**src/rtl/opbm_pkg.sv**
```systemverilog
package opbm_pkg;

  typedef enum logic [2:0] {
    ST_IDLE, ST_ARM, ST_SNOOP, ST_REQ, ST_WGT, ST_OWN, ST_REL
  } eng_state_e;

  typedef enum logic [1:0] {PH_T1, PH_T2, PH_T3, PH_T4} tphase_e;

  localparam logic [2:0] BS_READ    = 3'b101;
  localparam logic [2:0] BS_WRITE   = 3'b110;
  localparam logic [2:0] BS_PASSIVE = 3'b111;
  localparam logic [3:0] HI_OWN     = 4'b1011;

  function automatic int unsigned len_bytes(input logic [1:0] code);
    case (code)
      2'd0:    return 2;
      2'd1:    return 4;
      2'd2:    return 8;
      default: return 10;
    endcase
  endfunction

endpackage

```
**src/rtl/opbm_tstate.sv**
```systemverilog
module opbm_tstate
  import opbm_pkg::*;
(
  input  logic    clk,
  input  logic    rst_n,
  input  logic    start,
  input  tphase_e start_ph,
  input  logic    cont,
  input  logic    ready_i,
  output logic    act,
  output tphase_e ph,
  output logic    strobe,
  output logic    last
);

  logic    act_n;
  tphase_e ph_n;

  always_comb begin
    act_n = act;
    ph_n  = ph;
    if (!act) begin
      if (start) begin
        act_n = 1'b1;
        ph_n  = start_ph;
      end
    end else begin
      case (ph)
        PH_T1: ph_n = PH_T2;
        PH_T2: ph_n = PH_T3;
        PH_T3: if (ready_i) ph_n = PH_T4;
        default: begin
          if (cont) ph_n = PH_T1;
          else      act_n = 1'b0;
        end
      endcase
    end
  end

  always_ff @(posedge clk or negedge rst_n) begin
    if (!rst_n) begin
      act <= 1'b0;
      ph  <= PH_T1;
    end else begin
      act <= act_n;
      ph  <= ph_n;
    end
  end

  assign strobe = act && (ph == PH_T3) && ready_i;
  assign last   = act && (ph == PH_T4);

  // a T3 with READY low repeats
  assert_wait_hold_R8: assert property (@(posedge clk) disable iff (!rst_n)
    (act && ph == PH_T3 && !ready_i) |=> (act && ph == PH_T3));

  // T1 is always followed by T2
  assert_t1_t2_R8: assert property (@(posedge clk) disable iff (!rst_n)
    (act && ph == PH_T1) |=> (act && ph == PH_T2));

endmodule

```
**src/rtl/opbm_addr.sv**
```systemverilog
module opbm_addr #(
  parameter int unsigned ADDR_W = 20,
  parameter int unsigned STEP   = 1
) (
  input  logic              clk,
  input  logic              rst_n,
  input  logic              load,
  input  logic [ADDR_W-1:0] ld_val,
  input  logic              inc,
  output logic [ADDR_W-1:0] addr
);

  logic [ADDR_W-1:0] addr_n;
  logic              addr_en;

  always_comb begin
    addr_en = load || inc;
    addr_n  = load ? ld_val : addr + ADDR_W'(STEP);
  end

  always_ff @(posedge clk or negedge rst_n) begin
    if (!rst_n)       addr <= '0;
    else if (addr_en) addr <= addr_n;
  end

endmodule

```
**src/rtl/opbm_engine.sv**
```systemverilog
module opbm_engine
  import opbm_pkg::*;
#(
  parameter  int unsigned ADDR_W = 20,
  parameter  int unsigned DATA_W = 8,
  localparam int unsigned BPW    = DATA_W / 8,
  localparam int unsigned MAXW   = (10 + BPW - 1) / BPW,
  localparam int unsigned IDX_W  = $clog2(MAXW + 1)
) (
  input  logic              clk,
  input  logic              rst_n,
  input  logic              cmd_valid_i,
  input  logic              cmd_store_i,
  input  logic [1:0]        cmd_len_i,
  output logic              busy_o,
  input  logic [2:0]        sts_i,
  input  logic [ADDR_W-1:0] ad_i,
  input  logic              ready_i,
  output logic [ADDR_W-1:0] ad_o,
  output logic              ad_oe_o,
  output logic [2:0]        sts_o,
  output logic              sts_oe_o,
  output logic [3:0]        stat_hi_o,
  output logic              rq_o,
  input  logic              gt_i,
  output logic              buf_we_o,
  output logic [IDX_W-1:0]  buf_idx_o,
  output logic [DATA_W-1:0] buf_wdata_o,
  input  logic [DATA_W-1:0] buf_rdata_i
);

  eng_state_e        state, state_n;
  logic [2:0]        sts_prev;
  logic              store_q, store_n;
  logic [IDX_W-1:0]  nwords_q, nwords_n, idx_q, idx_n, words_c;
  logic              ctl_en;

  logic              t_act, t_strobe, t_last, t_start, t_cont;
  tphase_e           t_ph, t_start_ph;
  logic              snoop_t1, own, more, addr_inc;
  logic [ADDR_W-1:0] addr;

  always_comb begin
    words_c = IDX_W'((len_bytes(cmd_len_i) + BPW - 1) / BPW);
  end

  assign snoop_t1 = (state == ST_ARM) && (sts_i == BS_READ) && (sts_prev == BS_PASSIVE);
  assign own      = (state == ST_OWN);
  assign more     = (idx_q + IDX_W'(1)) < nwords_q;

  assign t_start    = snoop_t1 || ((state == ST_WGT) && gt_i);
  assign t_start_ph = snoop_t1 ? PH_T2 : PH_T1;
  assign t_cont     = own && more;

  opbm_tstate u_tstate (
    .clk      (clk),
    .rst_n    (rst_n),
    .start    (t_start),
    .start_ph (t_start_ph),
    .cont     (t_cont),
    .ready_i  (ready_i),
    .act      (t_act),
    .ph       (t_ph),
    .strobe   (t_strobe),
    .last     (t_last)
  );

  assign addr_inc = t_last && ((own) || ((state == ST_SNOOP) && !store_q));

  opbm_addr #(.ADDR_W(ADDR_W), .STEP(BPW)) u_addr (
    .clk    (clk),
    .rst_n  (rst_n),
    .load   (snoop_t1),
    .ld_val (ad_i),
    .inc    (addr_inc),
    .addr   (addr)
  );

  // next-state
  always_comb begin
    state_n  = state;
    store_n  = store_q;
    nwords_n = nwords_q;
    idx_n    = idx_q;
    case (state)
      ST_IDLE: if (cmd_valid_i) begin
        state_n  = ST_ARM;
        store_n  = cmd_store_i;
        nwords_n = words_c;
        idx_n    = '0;
      end
      ST_ARM:   if (snoop_t1) state_n = ST_SNOOP;
      ST_SNOOP: if (t_last) begin
        if (store_q) state_n = ST_REQ;
        else begin
          idx_n   = IDX_W'(1);
          state_n = (nwords_q == IDX_W'(1)) ? ST_IDLE : ST_REQ;
        end
      end
      ST_REQ:   state_n = ST_WGT;
      ST_WGT:   if (gt_i) state_n = ST_OWN;
      ST_OWN:   if (t_last) begin
        if (more) idx_n   = idx_q + IDX_W'(1);
        else      state_n = ST_REL;
      end
      default:  state_n = ST_IDLE;
    endcase
    ctl_en = (state_n != state) || (idx_n != idx_q) ||
             (store_n != store_q) || (nwords_n != nwords_q);
  end

  // registers
  always_ff @(posedge clk or negedge rst_n) begin
    if (!rst_n) begin
      state    <= ST_IDLE;
      store_q  <= 1'b0;
      nwords_q <= '0;
      idx_q    <= '0;
    end else if (ctl_en) begin
      state    <= state_n;
      store_q  <= store_n;
      nwords_q <= nwords_n;
      idx_q    <= idx_n;
    end
  end

  always_ff @(posedge clk or negedge rst_n) begin
    if (!rst_n) sts_prev <= BS_PASSIVE;
    else        sts_prev <= sts_i;
  end

  // outputs
  assign busy_o      = (state != ST_IDLE);
  assign rq_o        = (state == ST_REQ) || (state == ST_REL);
  assign sts_oe_o    = own;
  assign sts_o       = (own && t_act && t_ph != PH_T4) ? (store_q ? BS_WRITE : BS_READ)
                                                        : BS_PASSIVE;
  assign stat_hi_o   = own ? HI_OWN : 4'b0000;
  assign ad_oe_o     = own && t_act && ((t_ph == PH_T1) || store_q);
  assign ad_o        = (t_ph == PH_T1) ? addr : ADDR_W'(buf_rdata_i);
  assign buf_we_o    = t_strobe && !store_q && ((state == ST_SNOOP) || own);
  assign buf_idx_o   = idx_q;
  assign buf_wdata_o = ad_i[DATA_W-1:0];

  // only legal codes while owning the bus
  assert_sts_legal_R6: assert property (@(posedge clk) disable iff (!rst_n)
    sts_oe_o |-> (sts_o[2] && sts_o != 3'b100));

  // upper status lines while owning the bus
  assert_hi_own_R7: assert property (@(posedge clk) disable iff (!rst_n)
    sts_oe_o |-> (stat_hi_o == HI_OWN));

  // request and release pulses are one clock wide
  assert_rq_pulse_R5: assert property (@(posedge clk) disable iff (!rst_n)
    rq_o |=> !rq_o);

  // for a store, BUSY falls only after a release pulse
  assert_busy_after_rel_R11: assert property (@(posedge clk) disable iff (!rst_n)
    ($fell(busy_o) && $past(store_q)) |-> $past(rq_o));

endmodule

```
**config.mk**
```make
export PLATFORM = sky130hd
export DESIGN_NAME = opbm_engine
export DESIGN_NICKNAME = d
export VERILOG_FILES = /design/src/rtl/opbm_pkg.sv /design/src/rtl/opbm_tstate.sv /design/src/rtl/opbm_addr.sv /design/src/rtl/opbm_engine.sv
export SDC_FILE = /design/constraint.sdc
export NUM_CORES = 1
export LEC_CHECK = 0
export CAP_MARGIN = 20
export CORE_MARGIN = 2
export CORE_UTILIZATION = 25
export CTS_BUF_LIST = sky130_fd_sc_hd__clkbuf_2
export DETAILED_ROUTE_END_ITERATION = 16
export MAX_ROUTING_LAYER = met4
export PLACE_DENSITY_LB_ADDON = 0.12
export SYNTH_ARGS = -nofsm -noshare
export SYNTH_HDL_FRONTEND = slang
export SYNTH_SLANG_ARGS = --single-unit
```
**constraint.sdc**
```tcl
create_clock -name clk -period 2.8 [get_ports clk]
set_input_delay 0.56 -clock clk [delete_from_list [all_inputs] [get_ports clk]]
set_output_delay 0.56 -clock clk [all_outputs]
set_load 0.02 [all_outputs]
```
==> run summary <==
The wire length reported by the detailed router was 6.72 mm; the placed cell area was 0.00346 mm2. The library cells used most frequently in the layout, excluding fill and tap cells, are 64 x sky130_fd_sc_hd__clkdlybuf4s50_1, 39 x sky130_fd_sc_hd__nand2_1, 33 x sky130_fd_sc_hd__dfrtp_1. On the critical path the largest part of the delay comes from buffers and inverters.

The cell sitting at the root of the clock tree is a sky130_fd_sc_hd__clkbuf_2. The number of different library cells used by synthesis comes to 51. TritonCTS built the clock tree. By area the synthesized netlist is led by sky130_fd_sc_hd__dfrtp_1 34%, sky130_fd_sc_hd__nand2_1 5.6%, sky130_fd_sc_hd__mux2_2 5.2%, sky130_fd_sc_hd__ha_1 4.8%, sky130_fd_sc_hd__buf_4 4.3%. For this run, the number of standard cells in the final layout without fillers is 499.

The synthesized netlist devotes 7.10% of its cell area to XOR and XNOR gates. The die covers 0.0112 mm2. The sequential area share after synthesis was 36.8%.

The worst register-to-register path ends at u_addr.addr[16]. A synthesized cell averages 9.03 um2. The worst register-to-register path has a depth of 7. The tools report the proportion of power drawn by the clock network as 7.9%. The share of total power dissipated in sequential elements is 32.7%. The number of placement rows was 37; the slew at the pin closest to its max-slew limit was 898 ps.

The clock network latency to the later pin of the worst-skew pair was 390 ps; the area fraction in and, or, nand and nor cells after synthesis was 23.0%. The floorplan die height is 106 um, and the number of antenna violations at the first check in global routing is 0. 83 I/O pins were placed. The first global-routing pass estimated 11.2 mm of wire. Slowest cell on the critical path: sky130_fd_sc_hd__clkdlybuf4s50_1. The layout overhead on the synthesized area is 36.6%, and the number of remaining DRC errors is 0. Data on the critical path is required at its endpoint by 2240 ps.

For this configuration, the core starts out at a cell density of 25.4%. The register-to-register setup slack is 430 ps, and the count of synthesis-stage warnings from yosys is 0. The peak per-stage delay on the critical path was 590 ps; the adder-cell area share of the yosys netlist was 4.83%.

Walking the worst path, the cells encountered are inv_1 > ha_1 > buf_6 > and2_1 > clkdlybuf4s50_1. The final max-slew violation count is 0, and the top cell type's share of synthesized area is 33.8%. The final layout contains 411 nets. The total clock sinks is 38. The number of nets produced by synthesis is 336.

STA classifies the critical path endpoint as an output port. The number of buffers inserted by port buffering came out at 80. In this run the remaining antenna-violating nets after routing total 0. The number of failing setup endpoints in the final timing report was 0; the switching share of power was 44.9%.

Setup repair after global routing left no endpoint under its margin. In this run the cell area of the synthesized design comes to 0.00259 mm2. In this run the power density over the cells is 866 mW/mm2. The number of antenna diodes in the final layout is 0.

The number of maximum-capacitance violations came out at 0. The share of the synthesized area in compound gates (AO/OA/AOI/OAI) is 13.8%. The power spent charging and discharging nets was 0.00138 W. The run gives 3 as the detailed-routing iteration count for the pre-antenna-repair pass.

After routing, the total negative slack on setup checks comes to 0 ps. The clock period could shrink to 2610 ps. In this run, synthesis inferred 0 flip-flops with an integrated enable. The min-delay analysis places its worst path in the category in -> async. After layout, the worst path uses 93.3% of the clock period. The internal power is 0.00169 W, and the global routing usage summed across all routing layers is 12.8%. The buffer levels on the longest clock path came out at 2. The main combinational cell family by area after synthesis was simple AND/OR/NAND/NOR gates. The routed layout has 2,185 vias.

The fmax was 0.383 GHz. Routability-driven placement finished with a final weighted congestion of 0.740. For the number of DRC violations after detailed-routing iteration 0, the log shows 64. The critical path in this run is classified as reg -> out.

The flow ran to the end, and the final reports show no timing, DRC or antenna violations. The run gives 0.00354 mm2 as the cell area after layout. The floorplan step set the die width to 106 um. The buffer and inverter count on the worst path is 3, and the signal arrival time at the worst endpoint is 2050 ps.

Entering global routing, the biggest net connects 41 pins. Mean routed wirelength per cell: 13.5 um. The combinational cell fraction of total power is 59.3%, and the clock edge transition at the registers on the reported setup and hold paths is 210 ps.

The final setup skew came out at 31.9 ps. Of all nets on the critical path, the largest fanout is 22. For the global-route congestion overflow total, the log shows 0. The run gives 0.0102 mm2 as the floorplan core area. The tools report the number of global-route vias before repair as 2,243. Dividing the detail-routed via count by the number of cells gives 4.38. The H-tree was split into 2 levels. The total count of hold-check failures in the final report was 0; the proportion of layout cells with a drive suffix above 1 was 13.8%. The share of synthesized area spent on multiplexers is 5.99%. The worst setup path is launched from a flop. VDD sags by at most 0.383 mV. Leaving out fill and tap cells, the most frequent cell in the layout is sky130_fd_sc_hd__clkdlybuf4s50_1.

Summed over all nets, the half-perimeter wirelength after detailed placement is 5.10 mm. The relative slew slack came out at 40.2%. The beginning of the worst register-to-register path is state[0]. In this run, placement finished with an instance count of 486. Synthesis produced 287 cells.

The run gives 5 as the number of CTS-inserted buffers. For this run, the leading register cell type out of synthesis is sky130_fd_sc_hd__dfrtp_1. For this run, asynchronously set or reset flops after synthesis account for 100%. Of all cell types, the one taking the most synthesized area is sky130_fd_sc_hd__dfrtp_1.

The total of flip-flops plus latches after synthesis is 38, and the total leakage power is 1.48 nW.
==> cell families after synthesis <==
| kind of cell | count (synthesis) |
|---|---|
| multiplexers | 14 |
| AO/OA/AOI/OAI | 54 |
| flip-flops | 38 |
| AND/OR/NAND/NOR | 112 |
| XOR/XNOR | 21 |
| adder cells (fa/ha/maj) | 10 |
| buffers and inverters | 36 |
| other | 2 |
==> sequential cells by signal, summed over array words and instances, names as in the netlist <==
name	cells
u_tstate.act	1
u_addr.addr	20
sts_prev	3
store_q	1
u_tstate.ph	2
nwords_q	4
buf_idx_o	4
state	3
==> cell usage after synthesis, types with 2 or more instances <==
cell type	number
sky130_fd_sc_hd__nand2_1	39
sky130_fd_sc_hd__dfrtp_1	35
sky130_fd_sc_hd__buf_4	15
sky130_fd_sc_hd__o21ai_0	15
sky130_fd_sc_hd__and2_1	14
sky130_fd_sc_hd__nor2_1	13
sky130_fd_sc_hd__inv_1	12
sky130_fd_sc_hd__mux2_2	12
sky130_fd_sc_hd__nand3_1	12
sky130_fd_sc_hd__xor2_1	12
sky130_fd_sc_hd__ha_1	10
sky130_fd_sc_hd__o21ai_1	10
sky130_fd_sc_hd__xnor2_1	9
sky130_fd_sc_hd__a21oi_1	8
sky130_fd_sc_hd__nand4_1	7
sky130_fd_sc_hd__and3_1	6
sky130_fd_sc_hd__nor2b_1	4
sky130_fd_sc_hd__o211ai_1	4
sky130_fd_sc_hd__a31oi_1	3
sky130_fd_sc_hd__clkbuf_1	3
sky130_fd_sc_hd__dfstp_2	3
sky130_fd_sc_hd__nand2b_1	3
sky130_fd_sc_hd__a211oi_4	2
sky130_fd_sc_hd__a22o_1	2
sky130_fd_sc_hd__buf_2	2
sky130_fd_sc_hd__buf_6	2
sky130_fd_sc_hd__conb_1	2
sky130_fd_sc_hd__mux2i_1	2
sky130_fd_sc_hd__nor3_1	2
sky130_fd_sc_hd__nor4b_1	2
sky130_fd_sc_hd__o21ai_2	2
==> layer usage <==
| layer | vias up | wire, um | GRT usage (%) |
|---|---|---|---|
| li1 | 1128 | - | - |
| met4 | 0 | 76 | 3.38 |
| met3 | 7 | 239 | 2.35 |
| met1 | 1006 | 3420 | 17.5 |
| met2 | 44 | 2980 | 19.4 |
| met5 | - | 0 | - |
==> repair_timing <==
action | CTS | global route
setup buffers | 2 | 3
gates resized for setup | 12 | 11
endpoints found under the setup margin | 10 | 7
hold buffers | 0 | 0
==> final cells by class <==
type,instances,area (um2)
Clock inverter,2,8.76
Multi-Input combinational cell,213,1430
Timing Repair Buffer,92,902
Tap cell,136,170
Sequential cell,38,957
Fill cell,1099,6640
Clock buffer,6,30.0
Inverter,12,45.0
==> how the worst max path moves through the flow <==
stage / start / end / slack (ps) / cells after the start
5_1_grt: u_tstate.ph[0] / ad_o[13] / 1 / 5
2_1_floorplan: state[1] / buf_we_o / 350 / 2
3_3_place_gp: ready_i / buf_we_o / 170 / 4
4_1_cts: state[1] / sts_o[1] / 20 / 5
6_report: u_tstate.ph[0] / ad_o[8] / 190 / 5
3_5_place_dp: ready_i / buf_we_o / 200 / 4
==> power by group through the flow <==
stage               Sequential (W)  Clock (W)  Combinational [W]
floorplan                 0.000939          0            0.00124
global placement           0.00103          0            0.00180
detailed placement         0.00103          0            0.00181
CTS                        0.00101   0.000265            0.00182
global route               0.00105   0.000286            0.00201
finish                     0.00100   0.000243            0.00182
==> per-stage QoR <==
step | hold slack (ps) | total power, W | worst slack, ps | utilization (%)
finish | 267 | 0.00307 | 187 | 34.8
global route | 304 | 0.00335 | 1.06 | 34.8
CTS | 275 | 0.00310 | 23.1 | 34.4
detailed placement | 521 | 0.00285 | 203 | 33.9
global placement | 521 | 0.00283 | 167 | 33.9
floorplan | 264 | 0.00218 | 351 | -
(Power assumes the default switching activity.)
